<file path="config.mk">
export PLATFORM = sky130hd
export DESIGN_NAME = sysctl_regbank
export DESIGN_NICKNAME = d
export VERILOG_FILES = /design/src/rtl/sysctl_pkg.sv /design/src/rtl/sysctl_access_check.sv /design/src/rtl/sysctl_regs.sv /design/src/rtl/sysctl_regbank.sv
export SDC_FILE = /design/constraint.sdc
export NUM_CORES = 1
export LEC_CHECK = 0
export BUFFER_PORTS_ARGS = -buffer_cell sky130_fd_sc_hd__buf_4
export CAP_MARGIN = 20
export CORE_MARGIN = 1
export CORE_UTILIZATION = 50
export CTS_CLUSTER_DIAMETER = 50
export DETAILED_ROUTE_END_ITERATION = 6
export GPL_TIMING_DRIVEN = 0
export PLACE_DENSITY = 0.79
export RECOVER_POWER = 25
export SLEW_MARGIN = 20
export SYNTH_ARGS = -nofsm -noshare
export SYNTH_HDL_FRONTEND = slang
export SYNTH_SLANG_ARGS = --single-unit
</file>
<file path="constraint.sdc">
create_clock -name clk -period 1 [get_ports clk]
set_clock_uncertainty 0.05 [all_clocks]
set_input_delay 0.05 -clock clk [delete_from_list [all_inputs] [get_ports clk]]
set_output_delay 0.05 -clock clk [all_outputs]
set_load 0.005 [all_outputs]
</file>
<file path="src/rtl/sysctl_pkg.sv">
package sysctl_pkg;

    localparam int unsigned XLEN  = 32;
    localparam int unsigned IDX_W = 3;
    localparam int unsigned CPL_W = 2;
    localparam int unsigned NREGS = 1 << IDX_W;

    typedef enum logic [1:0] {
        FLT_NONE = 2'd0,
        FLT_GP   = 2'd1,
        FLT_UD   = 2'd2
    } fault_e;

    localparam logic [IDX_W-1:0] IDX_MODE  = 3'd0;
    localparam logic [IDX_W-1:0] IDX_FADDR = 3'd2;
    localparam logic [IDX_W-1:0] IDX_ROOT  = 3'd3;
    localparam logic [IDX_W-1:0] IDX_FEAT  = 3'd4;

    // one bit per register number; set = number not implemented
    localparam logic [NREGS-1:0] RSVD_IDX_MAP = 8'b1110_0010;

    localparam logic [XLEN-1:0] MODE_MASK = 32'hE001_0001;
    localparam logic [XLEN-1:0] ROOT_MASK = 32'hFFFF_F018;
    localparam logic [XLEN-1:0] FEAT_MASK = 32'h0000_00B0;

    typedef struct packed {
        logic [XLEN-1:0] mode;
        logic [XLEN-1:0] faddr;
        logic [XLEN-1:0] root;
        logic [XLEN-1:0] feat;
    } ctl_regs_t;

    typedef struct packed {
        logic            valid;
        logic [XLEN-1:0] rdata;
        fault_e          fault;
        logic            flush;
    } ctl_rsp_t;

endpackage

</file>
<file path="src/rtl/sysctl_access_check.sv">
module sysctl_access_check
    import sysctl_pkg::*;
#(
    parameter int unsigned W     = XLEN,
    parameter int unsigned IW    = IDX_W,
    parameter int unsigned CW    = CPL_W
) (
    input  logic          req_valid,
    input  logic          req_write,
    input  logic [IW-1:0] req_idx,
    input  logic [CW-1:0] req_cpl,
    input  logic [W-1:0]  req_wdata,
    output fault_e        fault,
    output logic          commit
);
    logic idx_rsvd;
    logic feat_bad;

    always_comb begin
        idx_rsvd = RSVD_IDX_MAP[req_idx];
        feat_bad = req_write && (req_idx == IDX_FEAT)
                   && ((req_wdata & ~FEAT_MASK) != '0);
        fault    = FLT_NONE;
        if (req_valid) begin
            if (req_cpl != '0) begin
                fault = FLT_GP;
            end else if (idx_rsvd) begin
                fault = FLT_UD;
            end else if (feat_bad) begin
                fault = FLT_GP;
            end
        end
        commit = req_valid && (fault == FLT_NONE);
    end

endmodule

</file>
<file path="src/rtl/sysctl_regs.sv">
module sysctl_regs
    import sysctl_pkg::*;
#(
    parameter int unsigned W  = XLEN,
    parameter int unsigned IW = IDX_W
) (
    input  logic          clk,
    input  logic          rst_n,
    input  logic          wr_en,
    input  logic [IW-1:0] wr_idx,
    input  logic [W-1:0]  wr_data,
    input  logic          pf_valid,
    input  logic [W-1:0]  pf_addr,
    output ctl_regs_t     regs
);
    ctl_regs_t regs_d, regs_q;

    always_comb begin
        regs_d = regs_q;
        if (wr_en) begin
            unique case (wr_idx)
                IDX_MODE:  regs_d.mode  = wr_data & MODE_MASK;
                IDX_FADDR: regs_d.faddr = wr_data;
                IDX_ROOT:  regs_d.root  = wr_data & ROOT_MASK;
                IDX_FEAT:  regs_d.feat  = wr_data & FEAT_MASK;
                default:   regs_d = regs_q;
            endcase
        end
        // hardware capture takes precedence over a same-cycle write
        if (pf_valid) begin
            regs_d.faddr = pf_addr;
        end
    end

    always_ff @(posedge clk or negedge rst_n) begin
        if (!rst_n) begin
            regs_q <= '0;
        end else begin
            regs_q <= regs_d;
        end
    end

    assign regs = regs_q;

endmodule

</file>
<file path="src/rtl/sysctl_regbank.sv">
module sysctl_regbank
    import sysctl_pkg::*;
(
    input  logic             clk,
    input  logic             rst_n,
    input  logic             req_valid,
    input  logic             req_write,
    input  logic [2:0]       req_idx,
    input  logic [1:0]       req_cpl,
    input  logic [31:0]      req_wdata,
    input  logic             pf_valid,
    input  logic [31:0]      pf_addr,
    output logic             rsp_valid,
    output logic [31:0]      rsp_rdata,
    output logic [1:0]       rsp_fault,
    output logic             tlb_flush,
    output logic             en_protect,
    output logic             en_wp,
    output logic             en_no_wt,
    output logic             en_cache_dis,
    output logic             en_paging,
    output logic [19:0]      dir_base,
    output logic             dir_pcd,
    output logic             dir_pwt,
    output logic             en_large_pg,
    output logic             en_ext_phys,
    output logic             en_global_pg
);
    fault_e    chk_fault;
    logic      chk_commit;
    ctl_regs_t cr;
    logic [XLEN-1:0] cr_faddr;
    ctl_rsp_t  rsp_d, rsp_q;

    sysctl_access_check u_check (
        .req_valid (req_valid),
        .req_write (req_write),
        .req_idx   (req_idx),
        .req_cpl   (req_cpl),
        .req_wdata (req_wdata),
        .fault     (chk_fault),
        .commit    (chk_commit)
    );

    sysctl_regs u_regs (
        .clk      (clk),
        .rst_n    (rst_n),
        .wr_en    (chk_commit && req_write),
        .wr_idx   (req_idx),
        .wr_data  (req_wdata),
        .pf_valid (pf_valid),
        .pf_addr  (pf_addr),
        .regs     (cr)
    );

    assign cr_faddr = cr.faddr;

    always_comb begin
        rsp_d       = '0;
        rsp_d.valid = req_valid;
        rsp_d.fault = chk_fault;
        rsp_d.flush = chk_commit && req_write && (req_idx == IDX_ROOT);
        if (chk_commit && !req_write) begin
            unique case (req_idx)
                IDX_MODE:  rsp_d.rdata = cr.mode;
                IDX_FADDR: rsp_d.rdata = cr.faddr;
                IDX_ROOT:  rsp_d.rdata = cr.root;
                IDX_FEAT:  rsp_d.rdata = cr.feat;
                default:   rsp_d.rdata = '0;
            endcase
        end
    end

    always_ff @(posedge clk or negedge rst_n) begin
        if (!rst_n) begin
            rsp_q <= '0;
        end else begin
            rsp_q <= rsp_d;
        end
    end

    assign rsp_valid    = rsp_q.valid;
    assign rsp_rdata    = rsp_q.rdata;
    assign rsp_fault    = rsp_q.fault;
    assign tlb_flush    = rsp_q.flush;

    assign en_protect   = cr.mode[0];
    assign en_wp        = cr.mode[16];
    assign en_no_wt     = cr.mode[29];
    assign en_cache_dis = cr.mode[30];
    assign en_paging    = cr.mode[31];
    assign dir_base     = cr.root[31:12];
    assign dir_pcd      = cr.root[4];
    assign dir_pwt      = cr.root[3];
    assign en_large_pg  = cr.feat[4];
    assign en_ext_phys  = cr.feat[5];
    assign en_global_pg = cr.feat[7];

endmodule

</file>
==> impl_metrics.yaml, run 1 <==
outcome:
  run_status: "complete, but fails checks"
  failing_checks: "negative hold slack, negative setup slack"
global_route:
  first_global_vias: 4090
  grt_antenna_before_repair: 0
  global_route_wire_length_before_repair_um: 20900
  grt.overflow.total: 0
  largest_net_degree_at_the_start_of_global_routing: 99
  globalRouteTotalUtil: 0.312
timing:
  maxSlewViolCount: 0
  max_slew.worst_pin.slew_ns: 1.22
  relSlewSlack: 0.185
  clock.fmax_mhz: 794
  finalCriticalPeriod_ns: 1.26
  final.hold.worst_slack_ns: -0.124
  final.setup.worst_slack_ns: -0.259
  finalSetupViolCount: 81
  min_period_over_period: 1.26
  rsz0062_at_grt: "true"
  timing_hold_violations_final: 98
setup_path:
  timing.critical_path.fanout_max: 3
  crit_type: "input pin to flip-flop"
  crit_path_cell_trace: "buf_4, nor4_4, nand4_1, buf_4, nor4_4, buf_4, mux2_4"
  max_stage_delay_ns: 0.30
  crit_family: "simple AND/OR/NAND/NOR gates"
  cp_data_required_time_ns: 1.21
  worst_path_most_repeated_cell: "sky130_fd_sc_hd__buf_4"
  cp-end-kind: "flip-flop"
  cp_num_buf_inv: 3
  arrival_ns: 1.47
  cp-start-kind: "input pin"
  crit_path_slowest_cell: "sky130_fd_sc_hd__mux2_4"
die:
  io-pin-count: 140
  die_h_um: 95.2
  total_die_area_mm2: 0.00906
  floorplan.initialDensity: 0.523
  fp.coreArea_mm2: 0.00830
  std_cell_rows: 33
  die_outline_width_um: 95.2
power:
  design_power_total_mw: 9.01
  power.ir.vdd_worst_v: 0.00102
  powerDensity_mw_per_mm2: 1240
  total_leakage_power_nw: 3.72
synthesis:
  net_count_after_synthesis: 438
  synthesis.area_mm2: 0.00434
  yosys.cell_types.count: 32
  adder_cell_area_share_of_the_yosys_netlist: 0
  ys_seq_elements: 98
  synth_simple_gate_area_frac: 0.108
  synth-seq-area-share: 0.565
  parity_gate_share_of_the_synthesized_area_counting_xor_and_xnor_cells: 0
  synth-compound-area-share: 0.0827
  yosys-mux-area-fraction: 0.182
  warnings_synthesis: 0
  post_synth.cell_area_avg_um2: 11.9
  synth_top_family_by_area: "multiplexers"
  cells_after_synth: 364
routing:
  met3_length_um: 991
  detail-route-antenna-nets: 0
  highest-signal-layer: "met4"
  drtIter0Drc: 196
  wl_met2_um: 8030
  drt_wl_total_um: 15400
  post_drt_wl_per_cell_um: 21.3
  drt_pre_antenna_iters: 5
  detailed_route_wire_length_on_metal_1_um: 5800
  via_per_inst: 5.62
  routed-via-count: 4044
  drc: 0
run:
  maxCapViolCount: 0
cells_and_area:
  area_growth_pct: 67.9
  nets: 684
  antennaDiodeCount: 0
  layout-drive-gt1-share: 0.459
cts:
  tritoncts_clock_tree: "yes"
  cts_htree_levels: 3
  cts.root.buffer_cell: "sky130_fd_sc_hd__clkbuf_8"
  numClockSinks: 98
  cts_buffers: 9
  clk_transition_reported_paths_ns: 0.10
  insertion_delay_ns: 0.37
  clk_buf_depth: 2
placed_design:
  setup_slack_placement_ns: -0.754
  place_congestion: 0.806
  io_buffers: 137
  hpwl_um: 7800
min_path:
  class_of_the_worst_hold_path: "input pin to async pin"
-- stage by stage --
step                std cells  utilization  setup TNS (ns)  instance area (um2)
finish                    720        0.878           -6.87                 7290
floorplan                 364            -          -14.83                 4460
CTS                       712        0.833           -1.98                 6910
detailed placement        606        0.677          -45.60                 5620
global placement          606        0.677          -60.01                 5620
global route              720        0.878          -11.69                 7290
-- registers in the layout (all words and copies together) (netlist names) --
register,count
rsp_rdata,32
tlb_flush,1
u_regs.regs,62
rsp_valid,1
rsp_fault,2
-- Yosys cell counts, drive strengths merged --
cell type,number,area (um2)
nor2,26,97.6
clkbuf,10,37.5
nand2b,1,6.26
mux2i,38,380
buf,32,230
and2,2,13.8
nand2,34,128
nor3,7,35.0
nor3b,1,7.51
nand4,3,18.8
nand3,2,22.5
a2bb2oi,1,8.76
nor4,8,56.3
o21bai,1,7.51
a21boi,1,7.51
a31oi,4,25.0
mux2,30,409
o21ai,32,160
a22oi,20,150
inv,1,3.75
and3,7,43.8
and2b,1,7.51
dfrtp,98,2450
nor2b,4,32.5
-- where the power goes --
group / leakage, nW / internal, mW / switching (mW)
sequential: 1.30 / 4.18 / 0.171
clock: 0.110 / 1.49 / 1.47
combinational: 2.32 / 0.989 / 0.706
total: 3.72 / 6.66 / 2.35
-- worst register-to-register path: cells and delay by family (launching register included) --
| family | cells | cell delay (ns) |
|---|---|---|
| AO/OA/AOI/OAI | 1 | 0.20 |
| multiplexers | 1 | 0.17 |
| AND/OR/NAND/NOR | 2 | 0.11 |
| flip-flops | 1 | 0.41 |
-- kinds of logic after synthesis --
logic type             after synthesis
AND/OR/NAND/NOR                     96
buffers and inverters               43
multiplexers                        68
flip-flops                          98
AO/OA/AOI/OAI                       59
-- final cells by class --
cell class,instances,area [um2]
plain buffers,20,194
clock buffers,11,141
clock inverters,5,85.1
fillers,346,1010
inverters,1,3.75
multi-input cells,223,1880
flip-flops and latches,98,2450
well taps,105,131
repair buffers,257,2400
-- final timing paths --
path,start,slack [ns],to,cells after the start
min,rst_n,-0.12,u_regs.regs[50],1
min reg2reg,u_regs.regs[65],0.48,rsp_rdata[1],1
max,req_wdata[0],-0.26,u_regs.regs[5],7
max reg2reg,u_regs.regs[93],-0.06,rsp_rdata[29],4
min in group clk,req_write,0.07,rsp_rdata[10],3
max in group asynchronous,rst_n,0.25,u_regs.regs[65],1
-- cell usage in the layout (no fill, tap or decap), types with 2 or more instances in the layout --
master	n
sky130_fd_sc_hd__buf_4	131
sky130_fd_sc_hd__dfrtp_1	98
sky130_fd_sc_hd__dlygate4sd3_1	69
sky130_fd_sc_hd__buf_6	47
sky130_fd_sc_hd__nand2_1	34
sky130_fd_sc_hd__mux2i_1	32
sky130_fd_sc_hd__o21ai_1	32
sky130_fd_sc_hd__nor2_1	22
sky130_fd_sc_hd__mux2_4	22
sky130_fd_sc_hd__a22oi_1	13
sky130_fd_sc_hd__clkbuf_8	10
sky130_fd_sc_hd__clkbuf_1	8
sky130_fd_sc_hd__mux2_2	8
sky130_fd_sc_hd__nor4_4	7
sky130_fd_sc_hd__buf_12	7
sky130_fd_sc_hd__a22oi_2	7
sky130_fd_sc_hd__and3_1	7
sky130_fd_sc_hd__buf_8	6
sky130_fd_sc_hd__nor3_2	4
sky130_fd_sc_hd__a31oi_1	4
sky130_fd_sc_hd__mux2i_2	4
sky130_fd_sc_hd__nand4_1	3
sky130_fd_sc_hd__nor2_2	3
sky130_fd_sc_hd__nor3_1	3
sky130_fd_sc_hd__clkbuf_16	3
sky130_fd_sc_hd__nor2b_1	2
sky130_fd_sc_hd__mux2i_4	2
sky130_fd_sc_hd__and2_4	2
sky130_fd_sc_hd__buf_2	2
sky130_fd_sc_hd__nor2b_4	2
sky130_fd_sc_hd__clkbuf_4	2
sky130_fd_sc_hd__bufinv_16	2
-- metal layers --
| metal | up-vias | track usage |
|---|---|---|
| met5 | - | 0 |
| met4 | 0 | 0.134 |
| met3 | 37 | 0.0494 |
| met2 | 205 | 0.551 |
| met1 | 2047 | 0.377 |
| li1 | 1755 | - |
-- timing repair --
action                                 in CTS  in global routing
hold buffers                               67                  2
buffers inserted                           42                  5
gates cloned                                2                  3
gates resized for setup                    39                 66
endpoints found under the hold margin     168                103
pin swaps                                  11                 10
setup endpoints to repair                 102                119
Power figures use the tool's default switching activity.
==> run 2, diff against run 1 <==
--- a/config.mk
+++ b/config.mk
@@ -9,6 +9,7 @@
 export CAP_MARGIN = 20
 export CORE_MARGIN = 1
 export CORE_UTILIZATION = 50
+export CTS_BUF_LIST = sky130_fd_sc_hd__clkbuf_4 sky130_fd_sc_hd__clkbuf_8 sky130_fd_sc_hd__clkbuf_16
 export CTS_CLUSTER_DIAMETER = 50
 export DETAILED_ROUTE_END_ITERATION = 6
 export GPL_TIMING_DRIVEN = 0
==> impl_metrics.yaml, run 2 (synthesized netlist as in run 1, its figures left out) <==
cts:
  clk_transition_reported_paths_ns: 0.10
  cts_buffers: 9
  tritoncts_clock_tree: "yes"
  clk_buf_depth: 2
  numClockSinks: 98
  cts_htree_levels: 3
  insertion_delay_ns: 0.38
  cts.root.buffer_cell: "sky130_fd_sc_hd__clkbuf_8"
placed_design:
  hpwl_um: 7800
  place_congestion: 0.806
  detailed_place.area_mm2: 0.00562
  setup_slack_placement_ns: -0.754
  io_buffers: 137
global_route:
  globalRouteTotalUtil: 0.316
  largest_net_degree_at_the_start_of_global_routing: 99
  grt_antenna_before_repair: 0
  global_route_wire_length_before_repair_um: 21000
  grt.overflow.total: 0
  first_global_vias: 4095
routing:
  drt_pre_antenna_iters: 4
  drt_wl_total_um: 15100
  drtIter0Drc: 169
  met3_length_um: 951
  highest-signal-layer: "met4"
  drc: 0
  post_drt_wl_per_cell_um: 21.0
  detail-route-antenna-nets: 0
  via_per_inst: 5.65
  wl_met2_um: 7860
  detailed_route_wire_length_on_metal_1_um: 5740
  routed-via-count: 4053
timing:
  finalSetupViolCount: 85
  fin_setup_tns_ns: -4.24
  max_slew.worst_pin.slew_ns: 1.20
  clock.fmax_mhz: 793
  final.hold.worst_slack_ns: -0.135
  maxSlewViolCount: 0
  final.setup.worst_slack_ns: -0.260
  finalCriticalPeriod_ns: 1.26
  timing_hold_violations_final: 100
  relSlewSlack: 0.198
  min_period_over_period: 1.26
  rsz0062_at_grt: "true"
die:
  std_cell_rows: 33
  total_die_area_mm2: 0.00906
  floorplan.initialDensity: 0.523
  die_outline_width_um: 95.2
  io-pin-count: 140
  fp.coreArea_mm2: 0.00830
  die_h_um: 95.2
cells_and_area:
  nets: 681
  post-route-util: 0.871
  most_common_library_cell_in_the_layout_ignoring_fill_and_taps: "sky130_fd_sc_hd__buf_4"
  area_growth_pct: 66.4
  antennaDiodeCount: 0
  largest_reg_flops: 62
  layout-drive-gt1-share: 0.458
  final_cell_mix: "sky130_fd_sc_hd__buf_4 (126), sky130_fd_sc_hd__dfrtp_1 (98), sky130_fd_sc_hd__dlygate4sd3_1 (68)"
  postLayoutCellArea_mm2: 0.00723
power:
  power.ir.vdd_worst_v: 0.00106
  total_leakage_power_nw: 3.71
  powerDensity_mw_per_mm2: 1240
  design_power_total_mw: 8.99
setup_path:
  critical_path.reg2reg.startpoint: "u_regs.regs[94]"
  cp-end-kind: "flip-flop"
  cp-startpoint: "req_wdata[9]"
  cp-start-kind: "input pin"
  arrival_ns: 1.48
  timing.critical_path.fanout_max: 3
  crit_type: "input pin to flip-flop"
  r2r_slack_ns: -0.09
  cp_data_required_time_ns: 1.22
outcome:
  failing_checks: "negative hold slack, negative setup slack"
  run_status: "complete, but fails checks"
min_path:
  class_of_the_worst_hold_path: "input pin to async pin"
run:
  maxCapViolCount: 0
run 2: changes by cell type in the layout (fill, tap and decap cells not counted), sizes merged:
cell,change
clkbuf,+1
dlygate4sd3,-1
buf,-3
run 2: area by class of cell:
cell class              instances  area [um2]
plain buffers                  20         193
clock buffers                  11         145
clock inverters                 5        85.1
fillers                       360        1070
inverters                       1        3.75
multi-input cells             223        1830
flip-flops and latches         98        2450
well taps                     105         131
repair buffers                254        2380
run 2: where the power goes:
| group | leakage, nW | internal, mW | switching (mW) |
|---|---|---|---|
| clock network | 0.114 | 1.52 | 1.46 |
| logic | 2.30 | 0.978 | 0.687 |
| registers | 1.30 | 4.18 | 0.167 |
run 2: metal layers:
metal  vias to the layer above  global-route usage
met5                         -                   0
met4                         0               0.165
met3                        40              0.0542
met2                       198               0.535
met1                      2069               0.386
li1                       1746                   -
run 2: per-stage QoR:
stage / hold WS (ns) / std cells
3_5_place_dp: 0.127 / 606
2_1_floorplan: -0.296 / 364
6_report: -0.135 / 717
3_3_place_gp: 0.126 / 606
5_1_grt: -0.115 / 717
4_1_cts: -0.245 / 711
run 2: critical path, cell delays in order:
cell and delay, ns:
sky130_fd_sc_hd__buf_4 0.11, sky130_fd_sc_hd__nor4_1 0.37, sky130_fd_sc_hd__nand4_1 0.27, sky130_fd_sc_hd__nor4_4 0.19
sky130_fd_sc_hd__buf_4 0.18, sky130_fd_sc_hd__mux2_4 0.30
run 2: final timing paths:
| kind | cells after the start | end |
|---|---|---|
| worst min register to register | 1 | rsp_rdata[10] |
| worst max register to register | 4 | rsp_rdata[30] |
| worst min-delay path | 1 | u_regs.regs[50] |
| min in group clk | 2 | u_regs.regs[53] |
| max in group asynchronous | 1 | rsp_rdata[7] |
| worst max-delay path | 6 | u_regs.regs[5] |
run 2: repair_timing:
action                                  in CTS  in global routing
pin swaps                                   11                  5
setup buffers                               41                  5
resized for setup                           48                 55
hold endpoints to repair                   168                103
cloned                                       2                  3
hold buffers                                67                  1
endpoints found under the setup margin     102                130
